## config.mk

```make
export PLATFORM = sky130hd
export DESIGN_NAME = lin_brk_top
export DESIGN_NICKNAME = d
export VERILOG_FILES = /design/src/rtl/lin_brk_pkg.sv /design/src/rtl/lin_brk_sync.sv /design/src/rtl/lin_brk_detect.sv /design/src/rtl/lin_brk_gen.sv /design/src/rtl/lin_brk_top.sv
export SDC_FILE = /design/constraint.sdc
export NUM_CORES = 1
export LEC_CHECK = 0
export BUFFER_PORTS_ARGS = -buffer_cell sky130_fd_sc_hd__buf_2
export CAP_MARGIN = 10
export CORE_ASPECT_RATIO = 0.7
export CORE_MARGIN = 1
export CORE_UTILIZATION = 50
export DETAILED_ROUTE_END_ITERATION = 10
export GPL_ROUTABILITY_DRIVEN = 0
export GPL_TIMING_DRIVEN = 0
export PLACE_DENSITY = 0.7
export SLEW_MARGIN = 20
export SYNTH_ARGS = -nofsm -noshare
export SYNTH_HDL_FRONTEND = slang
export SYNTH_SLANG_ARGS = --single-unit
export TNS_END_PERCENT = 1
```

## constraint.sdc

```tcl
create_clock -name clk -period 2.14 [get_ports clk]
set_input_delay 0.321 -clock clk [delete_from_list [all_inputs] [get_ports clk]]
set_output_delay 0.321 -clock clk [all_outputs]
set_load 0.05 [all_outputs]
```

## src/rtl/lin_brk_pkg.sv

```systemverilog
package lin_brk_pkg;

  typedef enum logic [1:0] {
    GEN_IDLE  = 2'd0,
    GEN_LOW   = 2'd1,
    GEN_DELIM = 2'd2
  } gen_state_e;

  // Dominant-run length that counts as a break on receive.
  function automatic int unsigned rx_threshold(logic lin_rx, logic long_sel,
                                               int unsigned norm_bits,
                                               int unsigned lin_bits);
    return lin_rx ? (lin_bits + (long_sel ? 32'd1 : 32'd0)) : norm_bits;
  endfunction

  // Number of dominant bit times driven for a requested break.
  function automatic int unsigned tx_length(logic lin_tx, logic long_sel,
                                            int unsigned norm_bits,
                                            int unsigned lin_bits);
    return lin_tx ? (lin_bits + (long_sel ? 32'd1 : 32'd0)) : norm_bits;
  endfunction

  function automatic int unsigned max3(int unsigned a, int unsigned b, int unsigned c);
    int unsigned m;
    m = (a > b) ? a : b;
    return (m > c) ? m : c;
  endfunction

endpackage

```

## src/rtl/lin_brk_sync.sv

```systemverilog
module lin_brk_sync #(
  parameter int unsigned STAGES = 2
) (
  input  logic clk,
  input  logic rst_n,
  input  logic d_async,
  output logic q_sync
);
  logic [STAGES-1:0] chain;

  always_ff @(posedge clk or negedge rst_n) begin
    if (!rst_n) chain <= '1;
    else        chain <= {chain[STAGES-2:0], d_async};
  end

  assign q_sync = chain[STAGES-1];
endmodule

```

## src/rtl/lin_brk_detect.sv

```systemverilog
module lin_brk_detect
  import lin_brk_pkg::*;
#(
  parameter int unsigned NORM_BITS = 10,
  parameter int unsigned LIN_BITS  = 11,
  parameter int unsigned CNT_W     = 4
) (
  input  logic clk,
  input  logic rst_n,
  input  logic bit_tick,
  input  logic rx_s,
  input  logic lin_rx_en,
  input  logic len_sel,
  output logic brk_flag
);
  logic [CNT_W-1:0] run_cnt;
  logic             fired;
  logic [CNT_W:0]   thr_ext;
  logic [CNT_W:0]   cnt_inc;
  logic             cnt_sat;
  logic             dom_tick;
  logic             run_hit;

  assign thr_ext  = (CNT_W+1)'(rx_threshold(lin_rx_en, len_sel, NORM_BITS, LIN_BITS));
  assign cnt_inc  = {1'b0, run_cnt} + 1'b1;
  assign cnt_sat  = &run_cnt;
  assign dom_tick = bit_tick && !rx_s;
  assign run_hit  = dom_tick && !fired && (cnt_inc == thr_ext);

  always_ff @(posedge clk or negedge rst_n) begin
    if (!rst_n) begin
      run_cnt  <= '0;
      fired    <= 1'b0;
      brk_flag <= 1'b0;
    end else if (rx_s) begin
      run_cnt  <= '0;
      fired    <= 1'b0;
      brk_flag <= 1'b0;
    end else begin
      brk_flag <= run_hit;
      if (run_hit) fired <= 1'b1;
      if (dom_tick && !cnt_sat) run_cnt <= run_cnt + 1'b1;
    end
  end

  // a flag only follows a dominant bit tick
  p_flag_dominant_r7: assert property (@(posedge clk) disable iff (!rst_n)
    brk_flag |-> $past(dom_tick));
  // the flag never lasts two cycles
  p_flag_pulse_r7: assert property (@(posedge clk) disable iff (!rst_n)
    brk_flag |=> !brk_flag);
  // a recessive sample empties the run counter
  p_run_clear_r7: assert property (@(posedge clk) disable iff (!rst_n)
    rx_s |=> (run_cnt == '0));
  // in LIN receive mode no flag before the eleventh dominant tick
  p_no_early_r6: assert property (@(posedge clk) disable iff (!rst_n)
    (brk_flag && $past(lin_rx_en)) |-> ($past(run_cnt) >= CNT_W'(LIN_BITS - 1)));
endmodule

```

## src/rtl/lin_brk_gen.sv

```systemverilog
module lin_brk_gen
  import lin_brk_pkg::*;
#(
  parameter int unsigned NORM_BITS  = 10,
  parameter int unsigned LIN_BITS   = 13,
  parameter int unsigned DELIM_BITS = 1,
  parameter int unsigned CNT_W      = 4
) (
  input  logic clk,
  input  logic rst_n,
  input  logic bit_tick,
  input  logic lin_tx_en,
  input  logic len_sel,
  input  logic brk_req,
  input  logic char_active,
  input  logic tx_data_in,
  output logic tx_out,
  output logic tx_busy
);
  gen_state_e       st;
  logic [CNT_W-1:0] bit_cnt;
  logic [CNT_W-1:0] len_q;
  logic [CNT_W-1:0] gen_len;
  logic             pend;
  logic             start_low;
  logic             low_done;
  logic             delim_done;
  logic             in_low;

  assign gen_len    = CNT_W'(tx_length(lin_tx_en, len_sel, NORM_BITS, LIN_BITS));
  assign start_low  = (st == GEN_IDLE) && pend && !char_active && bit_tick;
  assign low_done   = (st == GEN_LOW) && bit_tick && (bit_cnt == len_q - 1'b1);
  assign delim_done = (st == GEN_DELIM) && bit_tick && (bit_cnt == CNT_W'(DELIM_BITS - 1));
  assign in_low     = (st == GEN_LOW);

  always_ff @(posedge clk or negedge rst_n) begin
    if (!rst_n) begin
      st      <= GEN_IDLE;
      bit_cnt <= '0;
      len_q   <= '0;
      pend    <= 1'b0;
    end else begin
      if (start_low)    pend <= brk_req;
      else if (brk_req) pend <= 1'b1;

      unique case (st)
        GEN_IDLE: begin
          if (start_low) begin
            st      <= GEN_LOW;
            bit_cnt <= '0;
            len_q   <= gen_len;
          end
        end
        GEN_LOW: begin
          if (low_done) begin
            st      <= GEN_DELIM;
            bit_cnt <= '0;
          end else if (bit_tick) begin
            bit_cnt <= bit_cnt + 1'b1;
          end
        end
        GEN_DELIM: begin
          if (delim_done) begin
            st      <= GEN_IDLE;
            bit_cnt <= '0;
          end else if (bit_tick) begin
            bit_cnt <= bit_cnt + 1'b1;
          end
        end
        default: st <= GEN_IDLE;
      endcase
    end
  end

  assign tx_out  = in_low ? 1'b0 : tx_data_in;
  assign tx_busy = pend || (st != GEN_IDLE);

  // busy only ends out of the delimiter
  p_busy_end_r8: assert property (@(posedge clk) disable iff (!rst_n)
    $fell(tx_busy) |-> ($past(st) == GEN_DELIM));
  // a break never starts over a character
  p_no_overlap_r9: assert property (@(posedge clk) disable iff (!rst_n)
    $rose(in_low) |-> $past(!char_active));
  // the latched length holds for the whole break
  p_len_hold_r4: assert property (@(posedge clk) disable iff (!rst_n)
    (in_low && $past(in_low)) |-> $stable(len_q));
  // the bit counter stays inside the latched length
  p_len_bound_r4: assert property (@(posedge clk) disable iff (!rst_n)
    in_low |-> (bit_cnt < len_q));
endmodule

```

## src/rtl/lin_brk_top.sv

```systemverilog
module lin_brk_top
  import lin_brk_pkg::*;
#(
  parameter int unsigned NORM_BITS    = 10,
  parameter int unsigned LIN_DET_BITS = 11,
  parameter int unsigned LIN_GEN_BITS = 13,
  parameter int unsigned DELIM_BITS   = 1,
  parameter int unsigned SYNC_STAGES  = 2
) (
  input  logic clk,
  input  logic rst_n,
  input  logic bit_tick,
  input  logic lin_tx_en,
  input  logic lin_rx_en,
  input  logic lin_len_sel,
  input  logic rx_in,
  output logic brk_flag,
  input  logic brk_req,
  input  logic char_active,
  input  logic tx_data_in,
  output logic tx_out,
  output logic tx_busy
);
  localparam int unsigned MAX_LEN = max3(NORM_BITS, LIN_DET_BITS + 1, LIN_GEN_BITS + 1);
  localparam int unsigned CNT_W   = $clog2(max3(MAX_LEN, DELIM_BITS, 1) + 1);

  logic rx_s;

  lin_brk_sync #(.STAGES(SYNC_STAGES)) u_sync (
    .clk     (clk),
    .rst_n   (rst_n),
    .d_async (rx_in),
    .q_sync  (rx_s)
  );

  lin_brk_detect #(
    .NORM_BITS (NORM_BITS),
    .LIN_BITS  (LIN_DET_BITS),
    .CNT_W     (CNT_W)
  ) u_detect (
    .clk       (clk),
    .rst_n     (rst_n),
    .bit_tick  (bit_tick),
    .rx_s      (rx_s),
    .lin_rx_en (lin_rx_en),
    .len_sel   (lin_len_sel),
    .brk_flag  (brk_flag)
  );

  lin_brk_gen #(
    .NORM_BITS  (NORM_BITS),
    .LIN_BITS   (LIN_GEN_BITS),
    .DELIM_BITS (DELIM_BITS),
    .CNT_W      (CNT_W)
  ) u_gen (
    .clk         (clk),
    .rst_n       (rst_n),
    .bit_tick    (bit_tick),
    .lin_tx_en   (lin_tx_en),
    .len_sel     (lin_len_sel),
    .brk_req     (brk_req),
    .char_active (char_active),
    .tx_data_in  (tx_data_in),
    .tx_out      (tx_out),
    .tx_busy     (tx_busy)
  );
endmodule

```

## Yosys cells after proc, flatten, opt, wreduce, memory -nomap -nowiden

Cells that the tools add are included.

- Flip-flop bits (word level): 19
- Bits in latches: 0
- Memory bits (writable): 0
- ROM bits: 0
- Bits of input ports: 10
- Memories: 0

- Add/subtract/negate cells: 6
- Multiply operators: 0
- Divide/modulo/power cells: 0
- Magnitude comparators: 0
- Eq/ne operators: 7
- Shift operators: 0
- Muxes and demuxes: 20
- Bitwise gates (word level): 0
- Reductions and logical operators: 27

Operators with widths:

| operator | count |
|---|---|
| two-way mux 4 bit | 7 |
| case mux 4 bit (3 select lines) | 1 |
| logical AND 1 bit | 11 |
| adder 4 x 1 -> 4 bit (second input constant) | 2 |
| nonzero test 2 bit | 4 |
| two-way mux 1 bit | 7 |
| two-way mux 2 bit | 3 |
| inequality test 2 x 1 -> 1 bit (second input constant) | 3 |
| case mux 2 bit (3 select lines) | 1 |
| adder 4 x 1 -> 5 bit (second input constant) | 1 |
| adder 4 x 5 -> 5 bit (first input constant) | 1 |
| equality test 5 bit | 1 |
| two-way mux 5 bit | 1 |
| adder 4 bit (first input constant) | 1 |
| equality test 4 bit | 1 |
| logical NOT 1 bit | 4 |
| logical NOT 4 bit | 1 |
| AND reduction 2 bit | 2 |
| AND reduction 4 bit | 1 |
| subtractor 4 x 1 -> 4 bit (second input constant) | 1 |
| AND reduction 3 bit | 1 |
| nonzero test 3 bit | 1 |
| equality test 2 x 1 -> 1 bit (second input constant) | 1 |
| equality test 2 bit (second input constant) | 1 |
| 2 further kinds | 2 |

## Logic depth before layout (Yosys ltp)

- Depth in word-level cells: 7
- Mapped depth: 7
- Mapped depth without buffers: 7

## Cells and area by module

A second synthesis with hierarchy kept.

- Cell total of the unflattened synthesis: 108
- Area total of the unflattened synthesis: 1154.9 µm²

Modules (own cells, without submodules):

| module | times used | cells each | area an instance (µm²) |
|---|---|---|---|
| lin_brk_gen | 1 | 74 | 758.2 |
| lin_brk_detect | 1 | 32 | 344.1 |
| lin_brk_sync | 1 | 2 | 52.6 |

## Least setup slack after synthesis

No wires, ideal clock.

- Path kind: flip-flop to flip-flop
- Start point: register u_gen.len_q[0]
- End point: register u_gen.bit_cnt[2]
- Arrival time: 1662 ps
- Data required time: 2014 ps
- Path slack: 352 ps
- Cell stages (with the launch flop): 8
- Buffers on the path: 0
- Period minus slack after synthesis: 1788 ps
- Cells stage by stage: dfrtp_1 > inv_1 > ha_1 > xnor3_1 > nand4_2 > nor3_4 > nor2_1 > a221o_1

- Cells in the longest elaborated chain, start to end: 5

RTL lines:

| element | RTL line | text |
|---|---|---|
| start, declared | lin_brk_gen.sv:22 | `logic [CNT_W-1:0] len_q;` |
| start signal, assigned | lin_brk_gen.sv:51 | `len_q <= gen_len;` |
| subtractor 4 x 1 -> 4 bit | lin_brk_gen.sv:32 | `assign low_done = (st == GEN_LOW) && bit_tick && (bit_cnt == len_q - 1'b1);` |
| equality test 4 bit | lin_brk_gen.sv:32 |  |
| logical AND 1 bit | lin_brk_gen.sv:32 |  |
| two-way mux 4 bit | lin_brk_gen.sv:55 | `if (low_done) begin` |
| case mux 4 bit (3 select lines) | lin_brk_gen.sv:46 | `unique case (st)` |
| end signal, assigned | lin_brk_gen.sv:59 | `bit_cnt <= bit_cnt + 1'b1;` |
| end signal, assigned | lin_brk_gen.sv:67 | `bit_cnt <= bit_cnt + 1'b1;` |
| end, declared | lin_brk_gen.sv:21 | `logic [CNT_W-1:0] bit_cnt;` |

No other way between the ends.
A chain may end at the register's enable or synchronous reset.

## Final worst setup path

Ends and elaborated chain as after synthesis.

==> out/metrics.csv <==
metric,value,unit
final setup fails,0,
power per cell area,814,mW/mm²
leak pwr,0.593,nW
Adder-Cell Fraction of Synth Area,8.84,%
worst path cell trace,inv_1 > ha_1 > xnor3_1 > nand4_2 > nor3_4 > nor2_1 > a221o_1,
status,finished clean,
worst setup path class,reg -> reg,
HP Class,in -> reg,
CTS root buffer,clkbuf_4,
setup TNS,0,ns
CP Launch Type,register,
area fraction in compound gates after synthesis,17.6,%
DRC viols,0,
initial antenna violation count,0,
Rows,14,
max cap viols,0,
overall global routing resource usage,20.6,%
vias in the first global route,814,
total grt overflow,0,
mux cell area share after synthesis,1.99,%
die height,41.8,µm
Worst-path clk slew,0.11,ns
"Area growth, synth to finish",12.4,%
RSZ-0062 raised after global routing,no,
clock buffer depth,2,
critical path peak fanout,4,
CTS tree,done,
post-DR vias/cell,5.46,
Initial Util,53.0,%
Syn Std Cell Area,0.00113,mm²
1st-pass router iterations,4,
post-synthesis sequential area ratio,42.2,%
Fin. Hold Viols,0,
post-synthesis simple-gate area fraction,17.5,%
n_diodes,0,
worst skew pair latency,0.31,ns
IO Count,13,
Worst path max stage delay,0.44,ns
Required @ worst endpoint,2.34,ns
"slowest stage cell, crit path",dfrtp_1,
largest family of logic cells by synthesized area,compound AO/OA/AOI/OAI gates,
cells on worst reg2reg path,7,
postcts setup bufs,0,
xor and xnor area share after synthesis,6.63,%
Die W,58.9,µm
vias,847,
Num CTS Buffers,3,
Post-synth ARST share,100,%
post-route ant nets,0,
fin crit share,91.8,%
pre-CTS WS,0.182,ns
setup ws final,0.176,ns
#FFs+latches synth,19,
share of layout cells above drive strength 1,23.6,%
hold depth,1,
Util after Layout,59.5,%
fin crit period,1.96,ns
DRT Wirelength,2.17,mm
DIE AREA,0.00246,mm²
post-DP HPWL,1.66,mm
post-synth net total,124,
1st-iter DRT viols,32,
Worst-Margin Slew,0.435,ns
worst rel slew slack,70.7,%
Hold Slack,0.0947,ns
fmax,0.509,GHz
"EDFF count, synth",0,
IO buf count,12,
H-tree Lvls,1,
Synth Instances,106,
crit end category,register,
clock sinks,19,
Cell variety after synth,43,
first-pass GRT wire length,3.66,mm
worst vdd ir,0.000624,V
"Net count, final",142,
DR WL/cell,14.0,µm
Post-synth top flop,dfrtp_1,
CP Data Arrival Time,2.16,ns
mean post-synth cell area,10.7,µm²
Worst Skew,0.00549,ns
CORE AREA,0.00214,mm²
largest net degree at the start of global routing,20,
number of synthesis warnings,0,
Final Slew Violations,0,
-- worst paths after layout --
check                                startpoint             endpoint  slack (ns)
worst max-delay path             u_gen.len_q[0]     u_gen.bit_cnt[2]        0.18
worst min-delay path                      rx_in      u_sync.chain[0]        0.09
worst max register to register   u_gen.len_q[0]     u_gen.bit_cnt[2]        0.18
worst min register to register  u_sync.chain[0]      u_sync.chain[1]        0.37
max in group asynchronous                 rst_n      u_sync.chain[0]        1.35
min in group asynchronous                 rst_n  u_detect.run_cnt[2]        0.47
-- where the power goes --
group	switching [W]	total, W	internal, W
Combinational	0.000220	0.000378	0.000157
Sequential	0.0000601	0.000469	0.000409
Clock	0.000118	0.000190	0.0000714
-- layout by cell type (no fill, tap or decap), types with 4 or more instances in the layout --
cell	n
ha_1	8
a21o_1	4
nand2_1	4
inv_1	10
nor2_1	4
dfrtp_1	17
buf_2	12
nand3_1	6
-- synth_stat cells (2+ instances only) --
master / number / area, µm²
nand3_1: 6 / 30.0
a21oi_1: 3 / 15.0
o21ai_0: 3 / 15.0
nand4_1: 2 / 12.5
nor2_1: 4 / 15.0
o211ai_1: 2 / 15.0
nand2b_1: 3 / 18.8
a21o_1: 4 / 30.0
or2_1: 2 / 12.5
xnor2_1: 3 / 26.3
inv_1: 10 / 37.5
ha_1: 8 / 100
nor2b_1: 2 / 12.5
a31oi_1: 2 / 12.5
xor2_1: 3 / 26.3
dfrtp_1: 17 / 425
nand2_1: 4 / 15.0
o31ai_1: 2 / 15.0
dfstp_2: 2 / 52.6
-- metal layers --
| metal | part of all wire, % | track usage (%) |
|---|---|---|
| met1 | 50 | 28.7 |
| met2 | 43 | 29.3 |
| met3 | 5.5 | 6.54 |
| met4 | 1.1 | 9.05 |
| met5 | 0 | 0 |
-- layout make-up --
type	instances	area [µm²]
plain buffers	3	22.5
clock buffers	3	22.5
clock inverters	1	7.51
fillers	211	865
inverters	10	37.5
multi-input cells	74	594
flip-flops and latches	19	478
well taps	32	40.0
repair buffers	13	70.1
-- cells by family (layout without fill, tap and decap cells) --
kind of cell	after synthesis	in the layout
fa+ha+maj	8	8
mux	2	2
simple gates	32	32
compound gates	25	25
buf+inv	13	30
xor+xnor	7	7
flops	19	19
-- per-stage QoR --
step                      cells  instance area, µm²  power, W
after detailed placement    150                1230  0.000850
after global placement      150                1230  0.000825
final                       155                1270   0.00104
after floorplan             106                1130  0.000755
after global routing        155                1270   0.00111
after CTS                   155                1270   0.00105
-- sequential cells by signal, summed over array words and instances (netlist names) --
register,cells
u_detect.run_cnt,4
u_gen.bit_cnt,4
u_gen.len_q,4
u_gen.st,2
u_sync.chain,2
u_detect.brk_flag,1
u_detect.fired,1
u_gen.pend,1
-- worst max-delay path: cells and delay by family (launching register included) --
| kind | cells | cell delay (ns) |
|---|---|---|
| adder cells (fa/ha/maj) | 1 | 0.19 |
| buffers and inverters | 1 | 0.06 |
| flip-flops | 1 | 0.44 |
| AO/OA/AOI/OAI | 1 | 0.29 |
| AND/OR/NAND/NOR | 3 | 0.49 |
| XOR/XNOR | 1 | 0.38 |
-- timing repair --
action | CTS | global route
hold buffers | 1 | 0
hold endpoints to repair | 17 | 0
resized for setup | 0 | 0
Power figures use the tool's default switching activity.
